==> src/rtl/wdt_pkg.sv <==
package wdt_pkg;
   localparam int unsigned CTRL_W = 6;
   localparam int unsigned KEY_W  = 8;
   localparam logic [KEY_W-1:0] CLR_KEY = 8'h4E;

   typedef struct packed {
      logic       out_rst;   // bit 5: 1 = reset request, 0 = interrupt
      logic [1:0] win;       // bits 4:3: clear window code
      logic [1:0] otime;     // bits 2:1: overflow time code
      logic       en;        // bit 0: enable
   } wdt_ctrl_t;
endpackage

==> src/rtl/wdt_prescaler.sv <==
module wdt_prescaler #(
   parameter int unsigned FAST_LOG_BASE = 10,
   parameter int unsigned SLOW_LOG_BASE = 3,
   parameter int unsigned LOG_STEP      = 2
) (
   input  logic       clk,
   input  logic       rst_n,
   input  logic       run,
   input  logic       zero,
   input  logic       slow_mode,
   input  logic       slow_tick,
   input  logic [1:0] otime,
   output logic       tick
);
   localparam int unsigned MAX_BASE = (FAST_LOG_BASE > SLOW_LOG_BASE) ? FAST_LOG_BASE : SLOW_LOG_BASE;
   localparam int unsigned PRE_W    = MAX_BASE + 3 * LOG_STEP;
   localparam int unsigned N_CODES  = 4;

   if (FAST_LOG_BASE < 1 || SLOW_LOG_BASE < 1) begin : g_bad_base
      $error("wdt_prescaler: divider bases must be at least 1");
   end
   if (PRE_W > 32) begin : g_bad_width
      $error("wdt_prescaler: prescaler wider than 32 bits");
   end

   logic [PRE_W-1:0] lim_fast [N_CODES];
   logic [PRE_W-1:0] lim_slow [N_CODES];

   for (genvar g = 0; g < N_CODES; g++) begin : g_lim
      assign lim_fast[g] = PRE_W'((64'd1 << (FAST_LOG_BASE + g * LOG_STEP)) - 64'd1);
      assign lim_slow[g] = PRE_W'((64'd1 << (SLOW_LOG_BASE + g * LOG_STEP)) - 64'd1);
   end

   logic [PRE_W-1:0] pre_q;
   logic [PRE_W-1:0] lim;
   logic             step;

   always_comb begin
      lim  = slow_mode ? lim_slow[otime] : lim_fast[otime];
      step = slow_mode ? slow_tick : 1'b1;
      tick = run && step && (pre_q >= lim);
   end

   always_ff @(posedge clk or negedge rst_n) begin
      if (!rst_n) begin
         pre_q <= '0;
      end else if (zero) begin
         pre_q <= '0;
      end else if (run && step) begin
         pre_q <= tick ? '0 : pre_q + 1'b1;
      end
   end
endmodule

==> src/rtl/wdt_counter.sv <==
module wdt_counter #(
   parameter int unsigned CNT_W = 8
) (
   input  logic             clk,
   input  logic             rst_n,
   input  logic             zero,
   input  logic             key_wr,
   input  logic             tick,
   input  logic [1:0]       win,
   output logic [CNT_W-1:0] cnt,
   output logic             clr_ok,
   output logic             bad_clr,
   output logic             ovf
);
   localparam logic [CNT_W-1:0] TOP = '1;

   if (CNT_W < 2) begin : g_bad_cnt
      $error("wdt_counter: counter needs at least 2 bits");
   end

   logic [CNT_W-1:0] cnt_q;
   logic             open;

   always_comb begin
      open    = (cnt_q[CNT_W-1 -: 2] >= win);
      clr_ok  = key_wr && open;
      bad_clr = key_wr && !open;
      ovf     = tick && (cnt_q == TOP) && !clr_ok;
   end

   always_ff @(posedge clk or negedge rst_n) begin
      if (!rst_n) begin
         cnt_q <= '0;
      end else if (zero || clr_ok) begin
         cnt_q <= '0;
      end else if (tick) begin
         cnt_q <= cnt_q + 1'b1;
      end
   end

   assign cnt = cnt_q;
endmodule

==> src/rtl/wdt_response.sv <==
module wdt_response (
   input  logic clk,
   input  logic rst_n,
   input  logic out_rst,
   input  logic ovf,
   input  logic bad_clr,
   output logic rst_req,
   output logic nmi_pulse,
   output logic err_flag
);
   logic evt;
   assign evt = ovf || bad_clr;

   always_ff @(posedge clk or negedge rst_n) begin
      if (!rst_n) begin
         rst_req   <= 1'b0;
         nmi_pulse <= 1'b0;
         err_flag  <= 1'b0;
      end else begin
         nmi_pulse <= evt && !out_rst;
         if (evt && out_rst) rst_req  <= 1'b1;
         if (bad_clr)        err_flag <= 1'b1;
      end
   end
endmodule

==> src/rtl/wdt_window_top.sv <==
module wdt_window_top
   import wdt_pkg::*;
#(
   parameter int unsigned CNT_W         = 8,
   parameter int unsigned FAST_LOG_BASE = 10,
   parameter int unsigned SLOW_LOG_BASE = 3,
   parameter int unsigned LOG_STEP      = 2
) (
   input  logic              clk,
   input  logic              rst_n,
   input  logic              cfg_wr,
   input  logic [CTRL_W-1:0] cfg_data,
   input  logic              clr_wr,
   input  logic [KEY_W-1:0]  clr_data,
   input  logic              slow_mode,
   input  logic              slow_tick,
   input  logic              freeze,
   output logic              rst_req,
   output logic              nmi_pulse,
   output logic              err_flag
);
   wdt_ctrl_t        ctrl_q;
   logic             key_wr;
   logic             tick;
   logic             clr_ok;
   logic             bad_clr;
   logic             ovf;
   logic [CNT_W-1:0] cnt_w;

   always_ff @(posedge clk or negedge rst_n) begin
      if (!rst_n)      ctrl_q <= '0;
      else if (cfg_wr) ctrl_q <= wdt_ctrl_t'(cfg_data);
   end

   assign key_wr = ctrl_q.en && clr_wr && (clr_data == CLR_KEY);

   wdt_prescaler #(
      .FAST_LOG_BASE (FAST_LOG_BASE),
      .SLOW_LOG_BASE (SLOW_LOG_BASE),
      .LOG_STEP      (LOG_STEP)
   ) pre_i (
      .clk       (clk),
      .rst_n     (rst_n),
      .run       (ctrl_q.en && !freeze),
      .zero      (!ctrl_q.en || clr_ok),
      .slow_mode (slow_mode),
      .slow_tick (slow_tick),
      .otime     (ctrl_q.otime),
      .tick      (tick)
   );

   wdt_counter #(.CNT_W(CNT_W)) cnt_i (
      .clk     (clk),
      .rst_n   (rst_n),
      .zero    (!ctrl_q.en),
      .key_wr  (key_wr),
      .tick    (tick),
      .win     (ctrl_q.win),
      .cnt     (cnt_w),
      .clr_ok  (clr_ok),
      .bad_clr (bad_clr),
      .ovf     (ovf)
   );

   wdt_response rsp_i (
      .clk       (clk),
      .rst_n     (rst_n),
      .out_rst   (ctrl_q.out_rst),
      .ovf       (ovf),
      .bad_clr   (bad_clr),
      .rst_req   (rst_req),
      .nmi_pulse (nmi_pulse),
      .err_flag  (err_flag)
   );
endmodule

==> config.mk <==
export PLATFORM = sky130hd
export DESIGN_NAME = wdt_window_top
export DESIGN_NICKNAME = d
export VERILOG_FILES = /design/src/rtl/wdt_pkg.sv /design/src/rtl/wdt_prescaler.sv /design/src/rtl/wdt_counter.sv /design/src/rtl/wdt_response.sv /design/src/rtl/wdt_window_top.sv
export SDC_FILE = /design/constraint.sdc
export NUM_CORES = 1
export LEC_CHECK = 0
export BUFFER_PORTS_ARGS = -buffer_cell sky130_fd_sc_hd__clkbuf_2
export CORE_MARGIN = 2
export CORE_UTILIZATION = 25
export DETAILED_ROUTE_END_ITERATION = 10
export PLACE_DENSITY = 0.41
export SYNTH_ARGS = -nofsm -noshare
export SYNTH_HDL_FRONTEND = slang
export SYNTH_SLANG_ARGS = --single-unit
==> constraint.sdc <==
create_clock -name clk -period 2.32 [get_ports clk]
set_input_delay 0.116 -clock clk [delete_from_list [all_inputs] [get_ports clk]]
set_output_delay 0.116 -clock clk [all_outputs]
set_load 0.01 [all_outputs]
==> metrics.md, run 1 <==
| Metric | Value |
|---|---|
| Status | complete, but fails checks |
| Failing checks | setup timing |
| Die area | 9544 um2 |
| Worst path cell trace | o21bai_1 -> ha_1 -> and4_1 -> a221o_1 -> a211o_1 -> or4_1 -> a21oi_2 |
| Syn Area/Cell | 9.419 um2 |
| Top Ports | 24 |
| Highest Clock Rate | 427.8 MHz |
| H-tree level count | 2 |
| Final max-slew violation count | 0 |
| DPL Wire Length | 4403 um |
| Area grow syn2layout | 28.16% |
| Leading cell type in the layout, fill and taps excluded | dfrtp_1 |
| Worst min path class | in -> reg |
| Initial Utilization | 25.41% |
| Unrepaired setup endpoints after global routing | yes |
| Largest net degree at the start of global routing | 34 |
| Rel. slew slack | 39.94% |
| Crit path DAT | 2560 ps |
| Largest family of logic cells by synthesized area | simple AND/OR/NAND/NOR gates |
| Slowest CP cell | or4_1 |
| Share of layout cells above drive strength 1 | 29.27% |
| DP Worst Slack | -84.38 ps |
| Skew final | 6.455 ps |
| Flops & latches, synth | 33 |
| Fin util | 32.57% |
| PD cells | 462.9 nW/um2 |
| Endpoint class of the critical path | flop |
| Slowest stage delay, CP | 490 ps |
| Main flop type after synthesis | dfrtp_1 |
| Via count | 2006 |
| Ant diodes | 0 |
| Compound-Gate Fraction of Synth Area | 22.63% |
| DRC | 0 |
| Number of DRC markers in iteration 0 | 85 |
| Detailed Route WL | 6033 um |
| Most frequent cells in the layout | dfrtp_1 (33), nand2_1 (27), buf_4 (26), clkbuf_2 (23), a21oi_1 (21) |
| Vias in the first global route | 2010 |
| Grt total ovfl | 0 |
| Final Hold Fails | 0 |
| Crit start category | flop |
| Async SR Flop Fraction | 100.0% |
| Final Setup Violations | 1 |
| Core Rows | 34 |
| Mapped cell area | 2195 um2 |
| Tot GR Track Use | 13.28% |
| CTS Buf Count | 5 |
| Clk sinks | 33 |
| Max Cap Viol | 0 |
| Setup_tns | -17.29 ps |
| Mapped Nets | 267 |
| Avg WL per Cell | 15.27 um |
| Post-route antenna net violation count | 0 |
| P_leak | 1.169 nW |
| IO buf count | 23 |
| Final nets | 320 |
| Final worst path period need | 2337 ps |
| Post-synthesis xor/xnor area fraction | 0% |
| Sequential area share after synthesis | 37.63% |
| Total Power | 0.001302 W |
| Peak VDD IR | 0.1970 mV |
| Adder-cell share of the synthesized area | 7.412% |
| Clock tree buffer depth | 2 |
| Unique masters post-synth | 51 |
| Worst-skew pair later-pin latency | 290 ps |
| Yosys Warn Count | 0 |
| Clk slew on worst S/H paths | 70 ps |
| Post-synthesis mux area share | 5.245% |
| Worst path bufs/invs | 0 |
| First-pass GRT wire length | 10090 um |
| Vias/cell | 5.078 |
| Die W | 97.70 um |
| Worst setup margin | -17.29 ps |
| Initial antenna violation count | 0 |
| Worst Path Max Fanout | 3 |
| Cells after Synth | 233 |
| WP data required | 2540 ps |
| Fin crit share | 100.7% |
| Clock Tree Root | clkbuf_8 |
| Delay-heaviest family, CP | compound AO/OA/AOI/OAI gates |
| Count of flip-flops with a built-in enable after synthesis | 0 |
| Post-Synth Simple-Gate Area | 23.55% |
| Kind of critical path | reg -> reg |
| Drt pass-1 iters | 4 |
| CORE AREA | 8636 um2 |
| CTS tree | yes |
| Chip height | 97.70 um |
| Worst slew pin tran | 900.9 ps |
| GP Congestion | 0.7422 |
[flip-flops by register name (all words and copies together) (netlist names)]
| register | cells |
|---|---|
| cnt_i.cnt | 8 |
| ctrl_q | 6 |
| pre_i.pre_q | 16 |
| rsp_i.err_flag | 1 |
| rsp_i.nmi_pulse | 1 |
| rsp_i.rst_req | 1 |
[power breakdown]
part           internal (W)  switching, W
registers          0.000588    0.00000782
clock network      0.000269      0.000230
logic             0.0000940      0.000113
[cell usage after synthesis (4+ instances only)]
cell type	count	area, um2
dfrtp_1	33	825.8
nand2_1	27	101.4
a21oi_1	23	115.1
ha_1	13	162.7
nand3_1	11	55.05
nand2b_1	9	56.30
o21ai_0	9	45.04
inv_1	7	26.28
mux2i_1	7	70.07
o31ai_1	7	52.55
or4_1	7	52.55
nand4_1	5	31.28
or3_1	5	31.28
and4_1	4	35.03
clkbuf_1	4	15.01
mux2_2	4	45.04
nor2b_1	4	25.02
[logic make-up after synthesis]
logic type	Yosys count
AND/OR/NAND/NOR	90
AO/OA/AOI/OAI	70
flip-flops	33
buffers and inverters	16
adder cells (fa/ha/maj)	13
multiplexers	11
[final cells by class]
type,instances,area (um2)
Inverter,7,26.28
Clock inverter,1,5.005
Timing Repair Buffer,55,370.4
Multi-Input combinational cell,184,1354
Clock buffer,7,96.34
Sequential cell,33,825.8
Tap cell,108,135.1
Fill cell,907,5823
[metal layers]
metal / part of all wire (%) / track usage, %
met1: 50 / 18.25
met2: 46 / 21.33
met3: 2.4 / 2.230
met4: 1.4 / 4.167
met5: 0 / 0
[path summary, 6_finish.rpt]
path | startpoint | to | slack [ps] | cells after the start
setup / recovery | ctrl_q[2] | pre_i.pre_q[0] | -20 | 7
hold / removal | cfg_data[4] | ctrl_q[4] | 40 | 3
setup reg to reg | ctrl_q[2] | pre_i.pre_q[0] | -20 | 7
hold reg to reg | ctrl_q[5] | rsp_i.nmi_pulse | 420 | 1
max in group asynchronous | rst_n | ctrl_q[1] | 1260 | 2
min in group asynchronous | rst_n | cnt_i.cnt[4] | 490 | 2
[repair_timing]
item / CTS / global route
endpoints found under the hold margin: 33 / 0
hold buffers: 1 / 0
gates resized for setup: 3 / 14
buffers inserted: 1 / 1
endpoints found under the setup margin: 25 / 26
cloned: 0 / 1
pin swaps: 14 / 12
[stage by stage]
step,cell area (um2),cells,hold WS [ps]
global placement,2604,383,309.0
detailed placement,2604,383,305.4
floorplan,2195,233,-179.6
global route,2813,395,53.45
finish,2813,395,44.48
CTS,2736,393,36.19
[worst reg2reg max path, stage by stage, from the launching register on]
cell and delay, ps:
dfrtp_1 400, o21bai_1 190, ha_1 280, and4_1 190
a221o_1 320, a211o_1 280, or4_1 490, a21oi_2 120
No activity file was read; power rests on OpenSTA's default activity.
==> inputs of run 2 (changes only) <==
Settings changed: SETUP_SLACK_MARGIN from default to 0.02.
==> run 2 against run 1 <==
Effect of this change:
- routed wire length is 1.7% higher
- critical path type unchanged
- largest power group unchanged
- maximum frequency decreased by 0.41%
- global-route usage did not move
- final area rose by 3.1%
- the flow still finishes with violations (setup timing)
- highest routed layer unchanged
- sequential power about the same
- setup slack got worse by 9.5 ps
==> metrics.md, run 2 (same netlist as run 1, synthesis figures left out) <==
| Metric | Value |
|---|---|
| GP Congestion | 0.7422 (unchanged) |
| Share of layout cells above drive strength 1 | 32.53% (+3.3 points) |
| Hold path cells | 3 (unchanged) |
| Unrepaired setup endpoints after global routing | yes |
| Fill cell count | 904 (-0.33%) |
| Failing checks | setup timing |
| Max reg flops | 16 (unchanged) |
| Post-route antenna net violation count | 0 (unchanged) |
| Final max-slew violation count | 0 (unchanged) |
| Fin crit share | 101.2% (+0.41 points) |
| Tot GR Track Use | 13.28% (unchanged) |
| CTS tree | yes |
| Top Ports | 24 (unchanged) |
| Layout Cells excl Fill | 397 (+0.51%) |
| Vias/cell | 5.101 (+0.44%) |
| Clk sinks | 33 (unchanged) |
| Setup_tns | -41.54 ps (-24.25 ps) |
| Core Rows | 34 (unchanged) |
| Final Hold Fails | 0 (unchanged) |
| Crit path DAT | 2560 ps (about the same) |
| Number of DRC markers in iteration 0 | 74 (-13%) |
| Final worst path period need | 2347 ps (+9.526 ps) |
| Worst slew pin tran | 902.2 ps (+1.367 ps) |
| Worst setup margin | -26.81 ps (-9.526 ps) |
| Initial antenna violation count | 0 (unchanged) |
| Endpoint class of the critical path | flop |
| WP data required | 2540 ps (about the same) |
| DPL Wire Length | 4403 um (unchanged) |
| PD cells | 451.2 nW/um2 (-2.5%) |
| Vias in the first global route | 2008 (-0.10%) |
| Final nets | 322 (+0.63%) |
| Reg2reg setup slack | -30 ps (about the same) |
| Grt total ovfl | 0 (unchanged) |
| Fin util | 33.58% (+1.0 points) |
| Die area | 9544 um2 (unchanged) |
| Area grow syn2layout | 32.15% |
| Clock Tree Root | clkbuf_8 |
| Worst r2r dst | pre_i.pre_q[0] |
| Largest net degree at the start of global routing | 34 (unchanged) |
| Worst Min Path Start | cfg_data[4] |
| Reg2reg start | ctrl_q[2] |
| P_leak | 1.189 nW (+1.7%) |
| Kind of critical path | reg -> reg |
| DRC | 0 (unchanged) |
| IO buf count | 23 (unchanged) |
| Largest reg by FF count | pre_i.pre_q |
| Rel. slew slack | 39.85% (-0.091 points) |
| Leading cell type in the layout, fill and taps excluded | dfrtp_1 |
| Avg WL per Cell | 15.45 um (+1.2%) |
| Worst setup path start | ctrl_q[2] |
| Peak VDD IR | 0.1928 mV (-2.1%) |
| Max Cap Viol | 0 (unchanged) |
| Worst-skew pair later-pin latency | 280 ps (about the same) |
| Skew final | 4.683 ps (-1.773 ps) |
| Placed cell count | 383 (unchanged) |
| Crit start category | flop |
| Worst Path Max Fanout | 3 (unchanged) |
| Detailed Route WL | 6135 um (+1.7%) |
| Hold EP | ctrl_q[4] |
| Status | complete, but fails checks |
| Clock tree buffer depth | 2 (unchanged) |
| CTS Buf Count | 5 (unchanged) |
| First-pass GRT wire length | 10090 um (unchanged) |
| Drt pass-1 iters | 4 (unchanged) |
| Worst min path class | in -> reg |
| Die W | 97.70 um (unchanged) |
| Via count | 2025 (+0.95%) |
| Most frequent cells in the layout | dfrtp_1 (33), nand2_1 (27), buf_4 (26), clkbuf_2 (23), a21oi_1 (16) |
| Initial Utilization | 25.41% (unchanged) |
| Chip height | 97.70 um (unchanged) |
| Clk slew on worst S/H paths | 70 ps (about the same) |
| Highest Clock Rate | 426.1 MHz (-0.41%) |
| CORE AREA | 8636 um2 (unchanged) |
| Reg2Reg Depth | 7 (unchanged) |
| Hold_ws | 45.72 ps (+1.241 ps) |
| Ant diodes | 0 (unchanged) |
| Final Setup Violations | 3 (+2) |
| H-tree level count | 2 (unchanged) |
[run 2: routing by layer]
metal  part of all wire [%]  vias to the layer above  global-route usage (%)  routed length [um]
li1                       -                     1009                       -                   -
met1                     48                      987                   18.25                2970
met2                     48                       27                   21.33                2931
met3                    2.9                        2                   2.230                 175
met4                   0.93                        0                   4.167                  57
met5                      0                        -                       0                   0
[run 2: repair_timing]
| item | in CTS | in global routing |
|---|---|---|
| resized for setup | 5 | 27 |
| setup endpoints to repair | 26 | 26 |
| hold buffers | 1 | 0 |
| gates cloned | 0 | 2 |
| pin swaps | 16 | 16 |
| setup buffers | 1 | 2 |
| endpoints found under the hold margin | 33 | 0 |
[run 2: worst max-delay path, cell delays in order, from the launching register on]
cell and delay (ps):
dfrtp_1 400, o21bai_1 190, ha_1 280, and4_1 190, a221o_1 330, a211o_1 280, or4_1 490, a21oi_2 120
[run 2: metrics by stage]
step | power, W | cell area (um2) | setup slack (ps)
final | 0.001309 | 2900 | -26.81
after global routing | 0.001388 | 2900 | -152.4
after CTS | 0.001321 | 2746 | -38.63
after detailed placement | 0.0008043 | 2604 | -84.38
after global placement | 0.0008052 | 2604 | -21.79
after floorplan | 0.0007063 | 2195 | 28.93
[run 2: final cells by class]
type / instances / area, um2 / area share, %
clock buffer: 7 / 96.34 / 3.322
clock inverter: 1 / 5.005 / 0.1726
inverter: 7 / 26.28 / 0.9060
multi-input combinational: 184 / 1419 / 48.92
sequential: 33 / 825.8 / 28.47
tap: 108 / 135.1 / 4.659
timing repair buffer: 57 / 392.9 / 13.55
[run 2: power breakdown]
group	leakage, nW	total [W]	internal, W	switching, W
combinational	0.687	0.000217	0.0000984	0.000119
sequential	0.448	0.000596	0.000588	0.00000784
clock	0.0542	0.000495	0.000269	0.000227
total	1.19	0.00131	0.000955	0.000353
[run 2: worst max path at each step]
stage | endpoint | cells after the start
after floorplan | pre_i.pre_q[0] | 7
after global placement | pre_i.pre_q[0] | 7
after detailed placement | cnt_i.cnt[1] | 8
after CTS | pre_i.pre_q[0] | 7
after global routing | rsp_i.rst_req | 9
final | pre_i.pre_q[0] | 7
==> inputs of run 3 (changes only) <==
Settings changed: SYNTH_HIERARCHICAL from default to 1.
==> run 3 against run 2 <==
Effect of this change:
- critical path depth increased by 4
- final cell count decreased by 1.8%
- clock power decreased by 9.1%
- combinational power decreased by 22%
- the run still ends with setup timing left
- critical path type unchanged
==> metrics.md, run 3 <==
| Metric | Value |
|---|---|
| Mapped cell area | 2147 um2 (-2.2%) |
| Worst slew pin tran | 561.8 ps (-340.5 ps) |
| Main flop type after synthesis | dfrtp_1 |
| First-pass GRT wire length | 9936 um (-1.5%) |
| Final nets | 318 (-1.2%) |
| Chip height | 96.67 um (-1.0%) |
| Share of layout cells above drive strength 1 | 39.30% (+6.8 points) |
| Worst Path Max Fanout | 7 (+4) |
| Skew final | 8.948 ps (+4.266 ps) |
| Final worst path period need | 2568 ps (+221.3 ps) |
| Reg2Reg Depth | 11 (+4) |
| Vias/cell | 4.831 (-5.3%) |
| Top-count cell post-synth | dfrtp_1 |
| Worst Min Path Start | cfg_data[0] |
| Clk sinks | 33 (unchanged) |
| CORE AREA | 8258 um2 (-4.4%) |
| Core Rows | 33 (-2.9%) |
| PD cells | 421.8 nW/um2 (-6.5%) |
| Worst-skew pair later-pin latency | 280 ps (about the same) |
| Largest reg by FF count | pre_i/pre_q |
| Unrepaired setup endpoints after global routing | yes |
| Sequential area share after synthesis | 38.46% (+0.83 points) |
| Most frequent cells in the layout | buf_4 (40), dfrtp_1 (31), nand2_1 (23), clkbuf_2 (23), nor2_1 (14) |
| Hold path cells | 3 (unchanged) |
| Status | complete, but fails checks |
| Flops & latches, synth | 33 (unchanged) |
| Worst min path class | in -> reg |
| Final Hold Fails | 0 (unchanged) |
| Final max-slew violation count | 0 (unchanged) |
| WP data required | 2520 ps (-20 ps) |
| Tot GR Track Use | 13.06% (-0.22 points) |
| Max Cap Viol | 0 (unchanged) |
| Reg2reg setup slack | -250 ps (-220 ps) |
| Die area | 9345 um2 (-2.1%) |
| Finished layout cell area | 2902 um2 (about the same) |
| P_leak | 1.300 nW (+9.3%) |
| Clock tree buffer depth | 2 (unchanged) |
| Max reg flops | 16 (unchanged) |
| CTS Buf Count | 5 (unchanged) |
| DRC | 0 (unchanged) |
| Crit path DAT | 2760 ps (+200 ps) |
| Yosys Warn Count | 6 (+6) |
| Worst setup margin | -248.1 ps (-221.3 ps) |
| Fin crit share | 110.7% (+9.5 points) |
| Worst r2r dst | cnt_i/cnt[6] |
| Top Ports | 24 (unchanged) |
| Kind of critical path | reg -> reg |
| Rel. slew slack | 62.55% (+23 points) |
| Leading cell type in the layout, fill and taps excluded | buf_4 |
| Initial Utilization | 26.00% (+0.59 points) |
| Avg WL per Cell | 14.08 um (-8.9%) |
| CTS tree | yes |
| Failing checks | setup timing |
| Synth area leaders | dfrtp_1 (38%), ha_1 (7.6%), nand2_1 (4.0%), a221o_1 (3.3%), mux2_2 (2.6%) |
| Unique masters post-synth | 59 (+16%) |
| Clk slew on worst S/H paths | 70 ps (about the same) |
| Vias in the first global route | 2008 (unchanged) |
| Worst setup path start | ctrl_q[2] |
| Top cells by count, synth | dfrtp_1 (33), nand2_1 (23), nor2_1 (15), ha_1 (13), nor3_1 (9) |
| Cells after Synth | 222 (-4.7%) |
| Endpoint class of the critical path | flop |
| Post-synth top area cell | dfrtp_1 |
| Async SR Flop Fraction | 100.0% (unchanged) |
| Mapped Nets | 256 (-4.1%) |
| Clock Tree Root | clkbuf_8 |
| Initial antenna violation count | 0 (unchanged) |
| Count of flip-flops with a built-in enable after synthesis | 0 (unchanged) |
| Drt pass-1 iters | 4 (unchanged) |
| Ant diodes | 0 (unchanged) |
| Area post-placement | 2718 um2 (+4.4%) |
| Highest Clock Rate | 389.4 MHz (-8.6%) |
| Largest net degree at the start of global routing | 22 (-35%) |
| Final Setup Violations | 23 (+20) |
| Top-area cell type share of the netlist area | 38.46% (+0.83 points) |
| Hold_ws | 40.81 ps (-4.911 ps) |
| Number of DRC markers in iteration 0 | 88 (+19%) |
| Peak VDD IR | 0.1760 mV (-8.7%) |
| Area grow syn2layout | 35.14% |
| Via count | 1884 (-7.0%) |
| Detailed Route WL | 5493 um (-10%) |
| Post-route antenna net violation count | 0 (unchanged) |
| Syn Area/Cell | 9.671 um2 (+2.7%) |
| GP Congestion | 0.7352 (-0.94%) |
| Die W | 96.67 um (-1.0%) |
| Hold EP | ctrl_q[0] |
| IO buf count | 23 (unchanged) |
| Reg2reg start | ctrl_q[2] |
| Grt total ovfl | 0 (unchanged) |
| H-tree level count | 2 (unchanged) |
| DPL Wire Length | 4194 um (-4.8%) |
| Crit start category | flop |
==> run 3: critical path, cell delays in order (launching register included) <==
cell and delay, ps:
dfrtp_2 460, o21ai_2 90, ha_1 300, and3_2 190
nor2b_1 130, o21ai_1 100, o221ai_4 210, nor2b_4 190
nand4_1 130, buf_4 170, or3_4 320, a221oi_2 200
==> run 3: what timing repair did <==
item | CTS | global route
hold endpoints to repair | 20 | 0
pin swaps | 8 | 1
setup buffers | 3 | 0
hold buffers | 1 | 0
gates resized for setup | 8 | 4
endpoints found under the setup margin | 24 | 26
==> run 3: cells by family (layout without fill, tap and decap cells) <==
| kind of cell | Yosys count | in the layout | share of synthesized area, % |
|---|---|---|---|
| adders and majority gates | 14 | 14 | 8.100 |
| xor gates and xnor gates | 6 | 6 | 2.448 |
| DFF | 33 | 33 | 38.46 |
| muxes | 6 | 6 | 3.088 |
| and+or+nand+nor | 101 | 101 | 26.63 |
| AOI/OAI and AO/OA | 44 | 44 | 16.73 |
| buffers and inverters | 18 | 81 | 4.545 |
==> run 3: cell type report <==
class / count / area, um2
multi-input cells: 171 / 1353
inverters: 6 / 22.52
well taps: 105 / 131.4
fillers: 874 / 5356
repair buffers: 67 / 476.7
flip-flops and latches: 33 / 828.3
clock buffers: 8 / 90.09
==> run 3: worst max-delay path by stage <==
stage	endpoint	slack, ps	depth (start not counted)
CTS	cnt_i/cnt[7]	-260	11
detailed placement	cnt_i/cnt[7]	-370	11
floorplan	cnt_i/cnt[6]	-420	12
finish	cnt_i/cnt[6]	-250	11
global placement	cnt_i/cnt[7]	-320	11
global route	cnt_i/cnt[6]	-420	11
==> run 3: through the flow <==
| stage | instances | TNS (ps) | utilization, % | worst slack, ps | total power, W |
|---|---|---|---|---|---|
| finish | 390 | -2274 | 35.14 | -248.1 | 0.001224 |
| global route | 390 | -5823 | 35.14 | -418.3 | 0.001291 |
| CTS | 390 | -2285 | 34.94 | -256.1 | 0.001250 |
| detailed placement | 378 | -2867 | 32.91 | -371.6 | 0.0007776 |
| global placement | 378 | -2668 | 32.91 | -320.3 | 0.0007756 |
| floorplan | 222 | -2455 | - | -416.3 | 0.0006990 |
==> run 3: where the power goes <==
part           leakage [nW]  switching, W  internal [W]
Clock                0.0455      0.000208      0.000242
Sequential            0.445     0.0000148      0.000589
Combinational         0.809     0.0000914     0.0000787
==> run 3: layer usage <==
layer / share of wire [%] / up-vias / global-route usage, %
met5: 0 / - / 0
met4: 0.96 / 0 / 3.575
met3: 4.0 / 4 / 3.540
met2: 46 / 31 / 21.10
met1: 49 / 889 / 17.22
li1: - / 960 / -
